<file path="config.mk">
export PLATFORM = sky130hd
export DESIGN_NAME = dbg_event_resp
export DESIGN_NICKNAME = d
export VERILOG_FILES = /design/src/rtl/dbg_resp_pkg.sv /design/src/rtl/dbg_resp_decode.sv /design/src/rtl/dbg_resp_status.sv /design/src/rtl/dbg_resp_req.sv /design/src/rtl/dbg_event_resp.sv
export SDC_FILE = /design/constraint.sdc
export NUM_CORES = 1
export LEC_CHECK = 0
export BUFFER_PORTS_ARGS = -buffer_cell sky130_fd_sc_hd__buf_4
export CELL_PAD_IN_SITES_DETAIL_PLACEMENT = 1
export CELL_PAD_IN_SITES_GLOBAL_PLACEMENT = 2
export CORE_ASPECT_RATIO = 1.5
export CORE_MARGIN = 4
export CORE_UTILIZATION = 25
export CTS_CLUSTER_SIZE = 30
export DETAILED_ROUTE_END_ITERATION = 10
export GPL_TIMING_DRIVEN = 0
export PLACE_DENSITY = 0.83
export SLEW_MARGIN = 30
export SYNTH_ARGS = -nofsm -noshare
export SYNTH_HDL_FRONTEND = slang
export SYNTH_SLANG_ARGS = --single-unit
</file>
<file path="constraint.sdc">
create_clock -name clk -period 1.19 [get_ports clk]
set_input_delay 0.119 -clock clk [delete_from_list [all_inputs] [get_ports clk]]
set_output_delay 0.119 -clock clk [all_outputs]
set_load 0.03 [all_outputs]
</file>
<file path="src/rtl/dbg_resp_pkg.sv">
package dbg_resp_pkg;

  typedef enum logic [1:0] {
    ACT_NONE   = 2'd0,
    ACT_HALT   = 2'd1,
    ACT_INTR   = 2'd2,
    ACT_RECORD = 2'd3
  } act_e;

  // Response chosen for the current mode flags; halting debug wins.
  function automatic act_e pick_action(input logic halt_mode,
                                       input logic int_mode,
                                       input logic irq_enable);
    if (halt_mode)                    return ACT_HALT;
    else if (int_mode && irq_enable)  return ACT_INTR;
    else if (int_mode)                return ACT_RECORD;
    else                              return ACT_NONE;
  endfunction

  // Sticky update: keep unless cleared; a set always wins.
  function automatic logic sticky_next(input logic cur, input logic set_b,
                                       input logic clr_b);
    return (cur & ~clr_b) | set_b;
  endfunction

  // Held request: keep until acknowledged; a new request wins.
  function automatic logic hold_next(input logic cur, input logic set_b,
                                     input logic ack_b);
    return (cur & ~ack_b) | set_b;
  endfunction

endpackage

</file>
<file path="src/rtl/dbg_resp_decode.sv">
module dbg_resp_decode
  import dbg_resp_pkg::*;
#(
  parameter int NUM_CMP = 4
) (
  input  logic [NUM_CMP-1:0] hit,
  input  logic [NUM_CMP-1:0] exact,
  input  logic               halt_mode,
  input  logic               int_mode,
  input  logic               irq_enable,
  output logic [NUM_CMP-1:0] set_mask,
  output logic               set_imp,
  output logic               suppress,
  output logic               take_halt,
  output logic               take_intr
);

  act_e act;
  logic any_hit;

  assign act     = pick_action(halt_mode, int_mode, irq_enable);
  assign any_hit = |hit;

  for (genvar i = 0; i < NUM_CMP; i++) begin : g_mask
    always_comb begin
      unique case (act)
        ACT_HALT, ACT_INTR: set_mask[i] = hit[i];
        ACT_RECORD:         set_mask[i] = hit[i] & exact[i];
        default:            set_mask[i] = 1'b0;
      endcase
    end
  end

  assign set_imp   = (act == ACT_RECORD) && |(hit & exact);
  assign take_halt = (act == ACT_HALT) && any_hit;
  assign take_intr = (act == ACT_INTR) && any_hit;
  assign suppress  = take_halt | take_intr;

endmodule

</file>
<file path="src/rtl/dbg_resp_status.sv">
module dbg_resp_status
  import dbg_resp_pkg::*;
#(
  parameter int NUM_CMP = 4,
  localparam int ST_W = NUM_CMP + 1
) (
  input  logic               clk,
  input  logic               rst_n,
  input  logic [NUM_CMP-1:0] set_mask,
  input  logic               set_imp,
  input  logic               clr_we,
  input  logic [ST_W-1:0]    clr_data,
  output logic [ST_W-1:0]    status
);

  logic [ST_W-1:0] set_all;
  logic [ST_W-1:0] clr_all;

  assign set_all = {set_imp, set_mask};
  assign clr_all = clr_we ? clr_data : '0;

  for (genvar i = 0; i < ST_W; i++) begin : g_bit
    always_ff @(posedge clk or negedge rst_n) begin
      if (!rst_n) status[i] <= 1'b0;
      else        status[i] <= sticky_next(status[i], set_all[i], clr_all[i]);
    end
  end

  // A bit that was set and not cleared stays set.
  assert_sticky_R8: assert property (@(posedge clk) disable iff (!rst_n)
    1'b1 |=> (($past(status) & ~$past(clr_all) & ~status) == '0));

  // A bit can only rise when it was asked to be set.
  assert_set_source_R8: assert property (@(posedge clk) disable iff (!rst_n)
    1'b1 |=> ((status & ~$past(status) & ~$past(set_all)) == '0));

endmodule

</file>
<file path="src/rtl/dbg_resp_req.sv">
module dbg_resp_req
  import dbg_resp_pkg::*;
#(
  parameter int ADDR_W = 32
) (
  input  logic              clk,
  input  logic              rst_n,
  input  logic              take_halt,
  input  logic              take_intr,
  input  logic              dly_intr,
  input  logic              stop_ack,
  input  logic              irq_ack,
  input  logic [ADDR_W-1:0] evt_addr,
  output logic              stop_req,
  output logic              dbg_irq,
  output logic [ADDR_W-1:0] ret_addr
);

  logic capture;
  assign capture = take_halt | take_intr;

  always_ff @(posedge clk or negedge rst_n) begin
    if (!rst_n) begin
      stop_req <= 1'b0;
      dbg_irq  <= 1'b0;
      ret_addr <= '0;
    end else begin
      stop_req <= hold_next(stop_req, take_halt, stop_ack);
      dbg_irq  <= hold_next(dbg_irq, take_intr | dly_intr, irq_ack);
      if (capture) ret_addr <= evt_addr;
    end
  end

  assert_stop_hold_R9: assert property (@(posedge clk) disable iff (!rst_n)
    stop_req && !stop_ack |=> stop_req);

  assert_irq_hold_R9: assert property (@(posedge clk) disable iff (!rst_n)
    dbg_irq && !irq_ack |=> dbg_irq);

  assert_ret_capture_R1: assert property (@(posedge clk) disable iff (!rst_n)
    take_halt |=> stop_req && ret_addr == $past(evt_addr));

  assert_ret_capture_R2: assert property (@(posedge clk) disable iff (!rst_n)
    take_intr |=> dbg_irq && ret_addr == $past(evt_addr));

  assert_ret_stable_R4: assert property (@(posedge clk) disable iff (!rst_n)
    !capture |=> $stable(ret_addr));

endmodule

</file>
<file path="src/rtl/dbg_event_resp.sv">
module dbg_event_resp
  import dbg_resp_pkg::*;
#(
  parameter int NUM_CMP = 4,
  parameter int ADDR_W  = 32,
  localparam int ST_W = NUM_CMP + 1
) (
  input  logic               clk,
  input  logic               rst_n,
  input  logic [NUM_CMP-1:0] evt_hit,
  input  logic [NUM_CMP-1:0] evt_exact,
  input  logic [ADDR_W-1:0]  evt_addr,
  input  logic               mode_ext,
  input  logic               mode_wait,
  input  logic               mode_int,
  input  logic               int_en,
  input  logic               clr_we,
  input  logic [ST_W-1:0]    clr_data,
  input  logic               stop_ack,
  input  logic               irq_ack,
  output logic               suppress,
  output logic               stop_req,
  output logic               dbg_irq,
  output logic [ADDR_W-1:0]  ret_addr,
  output logic [ST_W-1:0]    status
);

  logic               halt_mode;
  logic [NUM_CMP-1:0] set_mask;
  logic               set_imp;
  logic               take_halt;
  logic               take_intr;
  logic               int_en_q;
  logic               en_rise;
  logic               pend_ok;
  logic               dly_intr;

  assign halt_mode = mode_ext | mode_wait;

  dbg_resp_decode #(.NUM_CMP(NUM_CMP)) u_decode (
    .hit        (evt_hit),
    .exact      (evt_exact),
    .halt_mode  (halt_mode),
    .int_mode   (mode_int),
    .irq_enable (int_en),
    .set_mask   (set_mask),
    .set_imp    (set_imp),
    .suppress   (suppress),
    .take_halt  (take_halt),
    .take_intr  (take_intr)
  );

  dbg_resp_status #(.NUM_CMP(NUM_CMP)) u_status (
    .clk      (clk),
    .rst_n    (rst_n),
    .set_mask (set_mask),
    .set_imp  (set_imp),
    .clr_we   (clr_we),
    .clr_data (clr_data),
    .status   (status)
  );

  // Deferred interrupt: enable rising edge with a recorded imprecise event.
  always_ff @(posedge clk or negedge rst_n) begin
    if (!rst_n) int_en_q <= 1'b0;
    else        int_en_q <= int_en;
  end

  assign en_rise  = int_en & ~int_en_q;
  assign pend_ok  = status[NUM_CMP] & |status[NUM_CMP-1:0];
  assign dly_intr = en_rise & mode_int & ~halt_mode & pend_ok;

  dbg_resp_req #(.ADDR_W(ADDR_W)) u_req (
    .clk       (clk),
    .rst_n     (rst_n),
    .take_halt (take_halt),
    .take_intr (take_intr),
    .dly_intr  (dly_intr),
    .stop_ack  (stop_ack),
    .irq_ack   (irq_ack),
    .evt_addr  (evt_addr),
    .stop_req  (stop_req),
    .dbg_irq   (dbg_irq),
    .ret_addr  (ret_addr)
  );

  assert_halt_no_irq_R3: assert property (@(posedge clk) disable iff (!rst_n)
    halt_mode && !dly_intr |=> !$rose(dbg_irq));

  assert_halt_suppress_R1: assert property (@(posedge clk) disable iff (!rst_n)
    halt_mode && |evt_hit |-> suppress);

  assert_record_no_suppress_R4: assert property (@(posedge clk) disable iff (!rst_n)
    mode_int && !int_en && !halt_mode |-> !suppress);

  assert_range_ignored_R5: assert property (@(posedge clk) disable iff (!rst_n)
    mode_int && !int_en && !halt_mode && !clr_we && ((evt_hit & evt_exact) == '0)
    |=> $stable(status));

  assert_deferred_needs_status_R7: assert property (@(posedge clk) disable iff (!rst_n)
    !dbg_irq && !take_intr && !pend_ok |=> !dbg_irq);

  assert_deferred_raise_R6: assert property (@(posedge clk) disable iff (!rst_n)
    dly_intr |=> dbg_irq);

  assert_idle_ignored_R10: assert property (@(posedge clk) disable iff (!rst_n)
    !halt_mode && !mode_int |-> !suppress);

endmodule

</file>
After elaboration in Yosys (flattened, before gate mapping)
Index checks and enable logic that the tools add are counted.
{"block": "classes", "eq_ne": 3, "mux": 8, "n_bitwise": 36, "n_reduce_logical": 8}
{"cell": "AND 1 bit", "count": 16}
{"cell": "OR reduction 4 bit", "count": 3}
{"cell": "bitwise OR 1 bit", "count": 10}
{"cell": "NOT 1 bit", "count": 9}
{"cell": "one-hot mux 1 bit (2 select lines)", "count": 4}
{"cell": "two-way mux 2 bit", "count": 3}
{"cell": "two-way mux 5 bit", "count": 1}
{"cell": "AND 4 bit", "count": 1}
{"cell": "equality test 2 bit (second input constant)", "count": 2}
{"cell": "logical AND 1 bit", "count": 4}
{"cell": "equality test 2 x 1 -> 1 bit (second input constant)", "count": 1}
{"cell": "OR reduction 2 bit", "count": 1}
{"block": "totals", "output_inout_bits": 40, "input_bits": 54, "regBits": 40, "elab_cells": 64}

Longest topological paths before layout
{"block": "logic_depth", "word_depth": 7, "mapped_depth": 8, "ltp_nobuf": 7}

Cells and area by module
From an unflattened synthesis, not the netlist that was laid out.
{"block": "hier_totals", "cells_unflattened": 112, "area_unflattened_um2": 1681.6}
{"mod": "dbg_resp_req", "cells_per_inst": 75, "n_inst": 1, "seq_area_each_um2": 850.8, "area_each_um2": 1317.5}
{"mod": "dbg_resp_status", "cells_per_inst": 15, "n_inst": 1, "seq_area_each_um2": 125.1, "area_each_um2": 181.4}
{"mod": "dbg_resp_decode", "cells_per_inst": 17, "n_inst": 1, "seq_area_each_um2": 0.0, "area_each_um2": 123.9}
{"mod": "dbg_event_resp", "cells_per_inst": 5, "n_inst": 1, "seq_area_each_um2": 25.0, "area_each_um2": 58.8}

Least setup slack after synthesis
Ideal clock, no wire load.
{"block": "synth_path", "kind": "input to register", "startpoint": "input port mode_wait", "endpoint": "register u_req.ret_addr[1]", "arrival_ns": 1.443, "n_path_buf": 1, "required_ns": 1.065, "path_slack_ns": -0.378, "setup_time_ns": 0.125, "stages": 7, "path_cell_list": "nor2_1 o21a_1 ha_1 nor3_1 nor2_2 buf_6 mux2_4"}
{"block": "synth_between", "elab_chain_len": 5, "word_cells_on_any_way": 7, "cone_classes": "eq/ne: 2; mux: 1; bitwise: 2; reduce/logical: 2"}
{"element": "start: declaration", "line": "dbg_event_resp.sv:14", "text": "input logic mode_wait,"}
{"element": "bitwise OR 1 bit (*)", "line": "dbg_event_resp.sv:38", "text": "assign halt_mode = mode_ext | mode_wait;"}
{"element": "two-way mux 2 bit (*)", "line": "dbg_resp_pkg.sv:14", "text": "if (halt_mode) return ACT_HALT;"}
{"element": "equality test 2 x 1 -> 1 bit or equality test 2 bit (tied branches)", "line": "dbg_resp_decode.sv:35, dbg_resp_decode.sv:36"}
{"element": "logical AND 1 bit, on equally long branches", "line": "dbg_resp_decode.sv:35, dbg_resp_decode.sv:36"}
{"element": "bitwise OR 1 bit (*)"}
{"element": "named net suppress", "line": "dbg_event_resp.sv:21", "text": "output logic suppress,"}
{"element": "end signal: assignment", "line": "dbg_resp_req.sv:30", "text": "if (capture) ret_addr <= evt_addr;"}
{"element": "end: declaration", "line": "dbg_resp_req.sv:16", "text": "output logic [ADDR_W-1:0] ret_addr"}
Mark *: on every way through the listed nets, which the timed path passes. The rest lies on a longest branch.
A chain may end at the register's enable or synchronous reset.

Worst setup path in the final report
{"block": "layout_path", "startpoint": "input port mode_ext", "endpoint": "output port suppress"}
{"block": "layout_between", "elab_chain_len": 5, "word_cells_on_any_way": 7, "cone_classes": "eq/ne: 2; mux: 1; bitwise: 2; reduce/logical: 2"}
{"element": "start: declaration", "line": "dbg_event_resp.sv:13", "text": "input logic mode_ext,"}
{"element": "bitwise OR 1 bit (*)", "line": "dbg_event_resp.sv:38"}
{"element": "two-way mux 2 bit (*)", "line": "dbg_resp_pkg.sv:14"}
{"element": "equality test 2 x 1 -> 1 bit or equality test 2 bit (tied branches)", "line": "dbg_resp_decode.sv:35, dbg_resp_decode.sv:36"}
{"element": "logical AND 1 bit, on equally long branches", "line": "dbg_resp_decode.sv:35, dbg_resp_decode.sv:36"}
{"element": "bitwise OR 1 bit (*)", "line": "dbg_resp_decode.sv:37", "text": "assign suppress = take_halt | take_intr;"}
{"element": "end: declaration", "line": "dbg_event_resp.sv:21"}
Mark *: on every way between the ends. The rest lies on a longest branch, timed or not.

==> key figures <==
Timing
  • Fmax: 0.7331 GHz
  • Least-Margin Pin Slew: 0.5163 ns
  • Final worst slack: -0.1741 ns
  • Final setup violation count: 37
  • Clk_skew: just under 0.0008 ns
  • Max-slew violation count: 0
  • Slew margin rel.: 0.6558
  • Hold_ws: approximately 0.012 ns
  • Fin. Hold Viols: 0
  • Final Cycle Share: 1.146
  • RSZ-0062 raised after global routing: yes
  • Shortest period the worst path allows: roughly 1.4 ns

Global route
  • Global Route Usage Sum: 0.1246
  • First-pass GRT wire length: ~8300 µm
  • Initial antenna violation count: 0
  • Largest net degree at the start of global routing: 41
  • Total grt overflow: 0
  • Vias in the first global route: 1520

Clock network
  • Clock latency on the worst-skew pair: 0.28 ns
  • CTS HTree Levels: 2
  • Clock sink count: 40
  • CTS tree: done
  • Clk pin slew, worst setup/hold paths: about 0.08 ns
  • CTS Buf Count: 5
  • Clk root buf: clkbuf_8
  • Max Buffers Root-to-Sink: 2

Detailed routing
  • WL/cell: 16.56 µm
  • Via Count: 1349
  • DRC Markers: 0
  • Antenna Violating Nets Remaining: 0
  • Initial drt markers: 11
  • Via density per instance: 4.352
  • Pre-antenna DRT Iters: 2
  • Final WL: between 5000 and 6000 µm

Setup path
  • CP max stage cell: o21a_1
  • Req. time, crit path: about 1.1 ns
  • Worst Path Max Fanout: 4
  • Startpoint Class: primary input
  • Internal reg-to-reg setup slack: -0.08 ns
  • WP data arrival: roughly 1.3 ns
  • Worst path max stage delay: 0.19 ns
  • FF-to-FF path depth: 3
  • Endpoint type of the worst setup path: primary output
  • R2r startpoint: u_status.status[0]
  • Worst Path Class, Setup: in -> out
  • End of the critical path: suppress
  • Critical path origin: mode_ext
  • FF-to-FF End: u_req.dbg_irq
  • Worst path cell trace: buf_8, nor2_4, o21a_1, ha_4, nor3_4, nor2_4, buf_12, buf_12, buf_8

Run status
  • Failing checks: setup timing
  • Outcome: finished, violations left

Die
  • Vert. Die Dim: 110.9 µm
  • # rows: 37
  • I/O pin cnt: 94
  • Die X-Extent: about 77 µm
  • Initial Util: 0.2577
  • Core outline area: approximately 6900 µm²
  • Die area: around 8500 µm²

Placement
  • Port Buffers: 93
  • DP HPWL: around 3700 µm
  • GP Congestion: between 0.7 and 0.8
  • Placed cell count: between 200 and 300

Synth
  • Post-synthesis cell count: about 120
  • Synthesized Nets: between 150 and 200
  • Synth async-reset ratio: 1.000
  • Synth top area cells: dfrtp_1, mux2_4, nand2_1
  • YS warnings: 0
  • Post-Syn Area: around 1800 µm²
  • Post-synthesis sequential area ratio: 0.5670
  • Synth Flop Type: dfrtp_1
  • Post-synth top area cell: dfrtp_1
  • Synth Area per Inst: between 15 and 20 µm²
  • Netlist cell types: 20
  • #FFs+latches synth: 40
  • Area fraction of the dominant cell type after synthesis: 0.5670
  • Post-synth EDFFs: 0

Final layout
  • # fillers: about 750
  • Commonest cells after routing, fill and taps aside: buf_4, dfrtp_1, mux2_4
  • Commonest non-fill, non-tap cell in the layout: buf_4
  • Fin cells: 310
  • # diodes: 0
  • Area Growth Syn to Fin: 66.34%
  • Post-layout util: 0.4286
  • NumNets Final: 288
  • Layout cells sized above 1: 0.6897

Min path
  • Hold/Removal Path Class: in -> reg

Pwr
  • Pwr dens: ~1300 nW/µm²
  • VDD IR-drop max: 517.4 µV
  • Leakage: ~1.5 nW

Job
  • Max capacitance violation total: 0
==> repair_timing <==
item                                   4_1_cts  5_1_grt
hold buffers                                 2        0
buffers inserted                            11        2
pin swaps                                    5        2
endpoints found under the hold margin       41        0
gates resized for setup                     23        2
setup endpoints to repair                   34       38
gates cloned                                 1        0
==> worst min-delay path by stage <==
stage / start / cells past startpoint / to
after floorplan: rst_n / 0 / int_en_q
after global placement: rst_n / 1 / u_req.ret_addr[14]
after detailed placement: rst_n / 1 / u_req.ret_addr[17]
after CTS: stop_ack / 2 / u_req.stop_req
after global routing: stop_ack / 2 / u_req.stop_req
final: stop_ack / 2 / u_req.stop_req
==> logic make-up after synthesis <==
logic type,after synthesis,synth area share
adders and majority gates,3,0.02126
buffers and inverters,9,0.03189
and+or+nand+nor,22,0.06520
DFF,40,0.5670
AOI/OAI and AO/OA,10,0.04891
muxes,32,0.2658
==> area by class of cell <==
| class | instances | area, µm² | area share |
|---|---|---|---|
| Inverter | 6 | 22.52 | 0.007669 |
| Buffer | 2 | 40.04 | 0.01363 |
| Clock buffer | 6 | 72.57 | 0.02471 |
| Sequential cell | 40 | 1003 | 0.3417 |
| Clock inverter | 2 | 35.03 | 0.01193 |
| Multi-Input combinational cell | 67 | 764.5 | 0.2603 |
| Timing Repair Buffer | 109 | 900.9 | 0.3068 |
| Tap cell | 78 | 97.59 | 0.03323 |
==> routing by layer <==
metal,vias up,GRT usage,part of all wire
met3,4,0.02033,0.045
met2,44,0.2372,0.59
met4,0,0.04716,0.012
met5,-,0,0
li1,636,-,-
met1,665,0.1351,0.36
==> cell usage after synthesis, types with 2 or more instances <==
master	n
inv_1	6
nand2_1	15
dfrtp_1	40
a32o_1	4
buf_6	3
ha_1	3
mux2_2	3
mux2_4	29
a22oi_1	2
==> per-stage QoR <==
| step | setup TNS, ns | cell area [µm²] | setup WS [ns] | power [W] |
|---|---|---|---|---|
| after floorplan | -7.149 | 1797 | -0.2363 | 0.002169 |
| after global placement | -18.08 | 2592 | -0.5666 | 0.002624 |
| after detailed placement | -18.43 | 2592 | -0.5791 | 0.002643 |
| after CTS | -4.307 | 2915 | -0.1710 | 0.003879 |
| after global routing | -6.763 | 2937 | -0.2384 | 0.004012 |
| final | -4.533 | 2937 | -0.1741 | 0.003824 |
==> power by group <==
group | total (W) | switching [W] | internal, W
combinational | 0.00113 | 0.000550 | 0.000585
sequential | 0.00158 | 0.0000840 | 0.00150
clock | 0.00111 | 0.000485 | 0.000623
==> critical path, delay by kind of cell <==
kind / cells / cell delay [ns]
compound gates: 1 / 0.19
fa+ha+maj: 1 / 0.16
buf+inv: 4 / 0.44
simple gates: 3 / 0.32
==> state kept, by name, indices dropped and copies added (netlist names) <==
register	cells
u_req.dbg_irq	1
int_en_q	1
u_req.ret_addr	32
u_status.status	5
u_req.stop_req	1
Note: power is estimated with default switching activity, not from simulation.
